$ cat src/rtl/gain_scl_pkg.sv
package gain_scl_pkg;
  localparam int unsigned LANES = 2;
  localparam int unsigned LANE_I = 0;
  localparam int unsigned LANE_Q = 1;
endpackage

$ cat src/rtl/gain_code_reg.sv
module gain_code_reg #(
  parameter int unsigned GAIN_W = 8,
  parameter int unsigned FRAC_W = 7
) (
  input  logic              clk,
  input  logic              rst,
  input  logic              we,
  input  logic [GAIN_W-1:0] wdata,
  output logic [GAIN_W-1:0] code
);
  localparam logic [GAIN_W-1:0] UNITY = GAIN_W'(1) << FRAC_W;

  always_ff @(posedge clk) begin
    if (rst)     code <= UNITY;
    else if (we) code <= wdata;
  end


  reset_unity_chk: assert property (@(posedge clk) $fell(rst) |-> code == UNITY);

  write_lands_chk: assert property (@(posedge clk) disable iff (rst)
    we |=> code == $past(wdata));
endmodule

$ cat src/rtl/gain_lane.sv
module gain_lane #(
  parameter int unsigned DATA_W = 16,
  parameter int unsigned GAIN_W = 8,
  parameter int unsigned FRAC_W = 7
) (
  input  logic                     clk,
  input  logic                     rst,
  input  logic                     vld,
  input  logic [GAIN_W-1:0]        code,
  input  logic signed [DATA_W-1:0] din,
  output logic signed [DATA_W-1:0] dout
);
  localparam int unsigned PROD_W = DATA_W + GAIN_W + 1;
  localparam logic signed [PROD_W-1:0] HALF   = PROD_W'(1) <<< (FRAC_W - 1);
  localparam logic signed [PROD_W-1:0] MAXV   = PROD_W'((1 << (DATA_W - 1)) - 1);
  localparam logic signed [PROD_W-1:0] MINV   = -(PROD_W'(1) <<< (DATA_W - 1));
  localparam logic [DATA_W-1:0]        POS_FS = {1'b0, {(DATA_W-1){1'b1}}};
  localparam logic [DATA_W-1:0]        NEG_FS = {1'b1, {(DATA_W-1){1'b0}}};

  logic signed [PROD_W-1:0] prod;
  logic signed [PROD_W-1:0] rnd;
  logic signed [DATA_W-1:0] clipped;

  always_comb begin
    prod = PROD_W'(din) * $signed({1'b0, code});
    rnd  = (prod + HALF) >>> FRAC_W;
    if (rnd > MAXV)      clipped = POS_FS;
    else if (rnd < MINV) clipped = NEG_FS;
    else                 clipped = rnd[DATA_W-1:0];
  end

  always_ff @(posedge clk) begin
    if (rst)      dout <= '0;
    else if (vld) dout <= clipped;
  end


  sign_kept_chk: assert property (@(posedge clk) disable iff (rst)
    (vld && !din[DATA_W-1]) |=> !dout[DATA_W-1]);

  mute_chk: assert property (@(posedge clk) disable iff (rst)
    (vld && code == '0) |=> dout == '0);

  hold_chk: assert property (@(posedge clk) disable iff (rst)
    !vld |=> $stable(dout));
endmodule

$ cat src/rtl/chan_gain_scaler.sv
module chan_gain_scaler #(
  parameter int unsigned DATA_W = 16,
  parameter int unsigned GAIN_W = 8,
  parameter int unsigned FRAC_W = 7
) (
  input  logic              clk,
  input  logic              rst,
  input  logic              gain_we,
  input  logic [GAIN_W-1:0] gain_wdata,
  input  logic              in_valid,
  input  logic [DATA_W-1:0] in_i,
  input  logic [DATA_W-1:0] in_q,
  output logic              out_valid,
  output logic [DATA_W-1:0] out_i,
  output logic [DATA_W-1:0] out_q
);
  import gain_scl_pkg::*;

  logic [GAIN_W-1:0] code;
  logic [DATA_W-1:0] lane_in  [LANES];
  logic [DATA_W-1:0] lane_out [LANES];

  gain_code_reg #(.GAIN_W(GAIN_W), .FRAC_W(FRAC_W)) u_code (
    .clk(clk), .rst(rst), .we(gain_we), .wdata(gain_wdata), .code(code)
  );

  assign lane_in[LANE_I] = in_i;
  assign lane_in[LANE_Q] = in_q;

  for (genvar l = 0; l < LANES; l++) begin : g_lane
    gain_lane #(.DATA_W(DATA_W), .GAIN_W(GAIN_W), .FRAC_W(FRAC_W)) u_lane (
      .clk(clk), .rst(rst), .vld(in_valid), .code(code),
      .din(lane_in[l]), .dout(lane_out[l])
    );
  end

  assign out_i = lane_out[LANE_I];
  assign out_q = lane_out[LANE_Q];

  always_ff @(posedge clk) begin
    if (rst) out_valid <= 1'b0;
    else     out_valid <= in_valid;
  end


  valid_delay_chk: assert property (@(posedge clk) disable iff (rst)
    out_valid == $past(in_valid));

  unity_pass_chk: assert property (@(posedge clk) disable iff (rst)
    (in_valid && code == (GAIN_W'(1) << FRAC_W)) |=> out_i == $past(in_i) && out_q == $past(in_q));
endmodule

$ cat config.mk
export PLATFORM = sky130hd
export DESIGN_NAME = chan_gain_scaler
export DESIGN_NICKNAME = d
export VERILOG_FILES = /design/src/rtl/gain_scl_pkg.sv /design/src/rtl/gain_code_reg.sv /design/src/rtl/gain_lane.sv /design/src/rtl/chan_gain_scaler.sv
export SDC_FILE = /design/constraint.sdc
export NUM_CORES = 1
export LEC_CHECK = 0
export ABC_AREA = 0
export CAP_MARGIN = 20
export CORE_UTILIZATION = 55
export CTS_BUF_LIST = sky130_fd_sc_hd__clkbuf_8
export CTS_CLUSTER_DIAMETER = 40
export DETAILED_ROUTE_END_ITERATION = 10
export GPL_TIMING_DRIVEN = 0
export PLACE_DENSITY = 0.8
export SYNTH_ARGS = -nofsm -noshare
export SYNTH_HDL_FRONTEND = slang
export SYNTH_SLANG_ARGS = --single-unit
$ cat constraint.sdc
create_clock -name clk -period 21 [get_ports clk]
set_input_delay 6.3 -clock clk [delete_from_list [all_inputs] [get_ports clk]]
set_output_delay 6.3 -clock clk [all_outputs]
set_load 0.03 [all_outputs]
== Yosys cells after proc, flatten, opt, wreduce, memory -nomap -nowiden ==
Index checks and enable logic that the tools add are counted.
Operators by class
  add/sub/neg operators: 2
  multipliers: 2
  magnitude comparators: 4
  multiplexer cells: 4
Operators with widths (number)
  $mux 16: 4
  $add 25x8->25 const B: 2
  $mul 16x9->25: 2
  $gt 18x16->1 const B: 2
  $lt 18x16->1 const B: 2
Storage, ports and cells
  bits in registers: 41
  output and inout bits: 33

== Longest topological paths before layout ==
  word-level depth: 5
  depth in mapped cells: 22

== Modules after synthesis ==
A second synthesis with hierarchy kept.
Second synthesis, totals
  cell total of the unflattened synthesis: 1151
  area, all modules: 10851.7 µm²
By module, submodules not included
  gain_lane at g_lane[0].u_lane: instances 1, cells an instance 571, area each 5275.1 µm², seq. area each 320.3 µm²
  gain_lane at g_lane[1].u_lane: instances 1, cells an instance 552, area each 5252.5 µm², seq. area each 320.3 µm²
  gain_code_reg: instances 1, cells an instance 26, area each 290.3 µm², seq. area each 160.2 µm²
  chan_gain_scaler: instances 1, cells an instance 2, area each 33.8 µm², seq. area each 20.0 µm²

== Worst setup path after synthesis ==
OpenSTA, ideal clock, no wires.
  path kind: input -> register
  start point: input port in_q[15]
  end point: register g_lane[1].u_lane.dout[10]
  arrival: 11381 ps
  path slack: 9479 ps
  cell stages on the path: 19
  path buffers: 2
  cell sequence: clkbuf_1 > nand2_1 > fa_1 > inv_1 > fa_1 > fa_1 > fa_1 > ha_1 > ha_1 > a21o_1 > a21oi_1 > o31ai_1 > a2111o_1 > o22ai_1 > xnor2_1 > or2_2 > o31ai_1 > clkbuf_1 > a211oi_1
Between the ends
  word-level cells in the longest chain between the ends: 5
Ends and longest elaborated chain
  start, declared: line chan_gain_scaler.sv:12  | input logic [DATA_W-1:0] in_q,
  $mul 16x9->25 (*): line gain_lane.sv:25  | prod = PROD_W'(din) * $signed({1'b0, code});
  $add 25x8->25 (*): line gain_lane.sv:26  | rnd = (prod + HALF) >>> FRAC_W;
  $lt 18x16->1: line gain_lane.sv:28  | else if (rnd < MINV) clipped = NEG_FS;
  $mux 16: line gain_lane.sv:28
  $mux 16 (*): line gain_lane.sv:27  | if (rnd > MAXV) clipped = POS_FS;
  end signal, assigned: line gain_lane.sv:34  | else if (vld) dout <= clipped;
  end, declared: line gain_lane.sv:11  | output logic signed [DATA_W-1:0] dout
Every way passes the cells marked *; elsewhere a longest branch is shown, timed or not.
A chain may end at the register's enable or synchronous reset.

== Worst setup path in the final report ==
  start point: input port in_i[4]
  end point: register g_lane[0].u_lane.dout[10]
Between the ends
  word-level cells in the longest chain between the ends: 5
Ends and longest elaborated chain
  start, declared: line chan_gain_scaler.sv:11  | input logic [DATA_W-1:0] in_i,
  $mul 16x9->25 (*): line gain_lane.sv:25
  $add 25x8->25 (*): line gain_lane.sv:26
  $lt 18x16->1: line gain_lane.sv:28
  $mux 16: line gain_lane.sv:28
  $mux 16 (*): line gain_lane.sv:27
  end signal, assigned: line gain_lane.sv:34
  end, declared: line gain_lane.sv:11
Marks and branches as above.

==> flow_summary.yaml <==
placement:
  io_buffers: 72
  gp_congestion: 0.902
  hpwl_mm: 22.0
  dpl-instance-area_um2: 11700
timing:
  worst_pin_slew_ns: 0.873
  drv_slew: 0
  fmax_ghz: 0.0782
  finalHoldViolCount: 0
  maxSlewHeadroom_pct: 41.3
  setup_viol: 0
  period_share_pct: 60.9
  fin_tns_setup_ns: 0
  holdWs_ns: 0.489
  finalCriticalPeriod_ns: 12.78
  rsz0062_at_grt: "false"
  fin_skew_ns: 0.00893
drt:
  wl_mm: 26.7
  drtIter0Drc: 536
  num_vias: 8603
  via_per_inst: 5.65
  antenna_left: 0
  wl_per_cell_um: 17.5
  drc: 0
  firstDrtPassIters: 5
grt:
  grt_pass1_wl_mm: 44.5
  grt_start_max_net_pins: 12
  antenna_found_initial: 0
  grt_pass1_vias: 8993
  grt-ovfl-total: 0
  groute.usage.overall_pct: 28.9
clock_tree:
  cts_made_buffers: 5
  ctsResizeCount: 0
  clkTransAtPathRegs_ns: 0.10
  clock_path_buffers: 2
  post_cts_buffers: 0
  postCtsHoldBufs: 0
  cts_tree: "built"
  insertion_delay_ns: 0.34
  root_buffer: "clkbuf_8"
  numClockSinks: 41
  htreeDepth: 2
synthesis:
  synth_cell_type_count: 53
  yosysWarnings: 0
  synth_nets: 1556
  syn_area_per_cell_um2: 9.00
  synth_top_area_cell: "fa_1"
  ys_top_cells_by_area: "fa_1 38%, ha_1 15%, and2_1 7.8%, dfxtp_1 7.7%, inv_1 6.3%"
  synth_edf_count: 0
  synthCells: 1184
  async_flop_share_pct: 0
  yosys_most_used_dff: "dfxtp_1"
  ys_top_cells_by_count: "204 x fa_1, 180 x inv_1, 156 x nand2_1"
  synth.most_common_cell: "fa_1"
  ys_seq_elements: 41
  yosysSeqAreaShare_pct: 7.70
  yosysTopAreaCellShare_pct: 38.3
  mappedNetlistArea_um2: 10700
floorplanning:
  fp-row-count: 50
  core_um2: 18800
  chipWidth_um: 141
  num_io_pins: 77
  initial_utilization_pct: 56.6
  die_h_um: 141
  die_area_um2: 19900
worst_setup_path:
  cp.required_ns: 21.20
  worstRegToRegCells: 21
  path_max_fanout: 10
  path_class: "in2reg"
  worstPathArrival_ns: 12.98
  end_kind: "flop"
  cp-start-kind: "input port"
flow_run:
  cap_violations: 0
pwr:
  power.density_nw_per_um2: 83.6
  peakVddDrop_uv: 66.6
  p_total_uw: 984
  power_leakage_uw: 0.00592
finish:
  area_delta_synth_final_pct: 10.6
  nets: 1635
  postLayoutCoreUtil_pct: 62.6
  drive_above_1_share_pct: 1.27
  finish.instance_area_um2: 11800
  n_antenna_cell: 0
worst_hold_path:
  hold_path_class: "reg2reg"
  holdPathStages: 2
run_status:
  status: "finished, final reports clean"
[flip-flops by register name (all words and copies together), names as in the netlist]
name,count
g_lane.u_lane.dout,32
u_code.code,8
out_valid,1
[cells by family (layout without fill, tap and decap cells)]
| group | count (synthesis) | in the layout | synth area share, % |
|---|---|---|---|
| adder cells (fa/ha/maj) | 328 | 328 | 52.9 |
| flip-flops | 41 | 41 | 7.70 |
| buffers and inverters | 228 | 308 | 8.06 |
| AO/OA/AOI/OAI | 133 | 133 | 8.64 |
| XOR/XNOR | 39 | 39 | 3.21 |
| AND/OR/NAND/NOR | 407 | 407 | 18.7 |
| multiplexers | 8 | 8 | 0.752 |
[worst max-delay path, stage by stage]
cell	delay, ns
clkdlybuf4s50_1	0.69
nand2_1	0.16
fa_1	0.54
inv_1	0.05
fa_1	0.46
ha_1	0.31
fa_1	0.53
inv_1	0.05
fa_1	0.52
inv_1	0.04
ha_1	0.26
nand4bb_1	0.15
nor4_1	0.39
nor4b_1	0.16
o21bai_1	0.52
a21o_1	0.32
a211oi_1	0.18
o21a_1	0.14
nor2_1	0.55
clkbuf_1	0.47
a211oi_1	0.16
[layout by cell type (no fill, tap or decap), types with 3 or more instances in the layout]
master and count:
inv_1 183, nand2_1 156, a31oi_1 5, o21bai_1 4, nand4_1 8, and2_1 132, a211oi_1 30, or3_1 3
a21o_1 9, clkdlybuf4s50_1 72, xor2_1 14, clkbuf_8 5, o31ai_1 3, o21a_1 4, clkbuf_1 45, mux2i_1 8
xnor2_1 25, nor2b_1 6, a21boi_0 3, o211ai_1 3, ha_1 124, o21ai_0 16, nand2b_1 13, nor3_1 3
fa_1 204, dfxtp_1 41, nor2_1 63, a21oi_1 33, or2_2 3, a211o_1 3, nand3_1 12
[cell type report]
class,count,area (µm²)
clock inverters,3,11.3
clock buffers,5,68.8
flip-flops and latches,41,821
fillers,1590,7050
repair buffers,72,721
inverters,180,676
well taps,260,325
plain buffers,48,183
multi-input cells,915,8970
[per-stage QoR]
stage / setup WS [ns] / instances
after CTS: 8.24 / 1524
after global placement: 7.95 / 1516
after detailed placement: 7.89 / 1516
after global routing: 7.79 / 1524
final: 8.22 / 1524
after floorplan: 9.48 / 1184
[path summary, 6_finish.rpt]
| path | endpoint | slack (ns) | start |
|---|---|---|---|
| min | g_lane[1].u_lane.dout[15] | 0.49 | g_lane[1].u_lane.dout[15] |
| max reg2reg | g_lane[0].u_lane.dout[10] | 13.79 | u_code.code[2] |
| max | g_lane[0].u_lane.dout[10] | 8.22 | in_i[4] |
| min reg2reg | g_lane[1].u_lane.dout[15] | 0.49 | g_lane[1].u_lane.dout[15] |
[layer usage]
metal | global-route usage [%] | up-vias | wire length (µm)
met5 | 0 | - | 0
met4 | 13.3 | 0 | 1170
met3 | 5.60 | 71 | 2040
met2 | 47.2 | 355 | 12700
met1 | 37.2 | 4288 | 10800
li1 | - | 3889 | -
[power by group]
part / total [µW] / switching [µW] / leakage (µW) / internal (µW)
combinational: 803 / 478 / 0.00553 / 325
clock: 58.6 / 36.2 / 0.0000519 / 22.4
sequential: 122 / 16.7 / 0.000340 / 106
(Power assumes the default switching activity.)
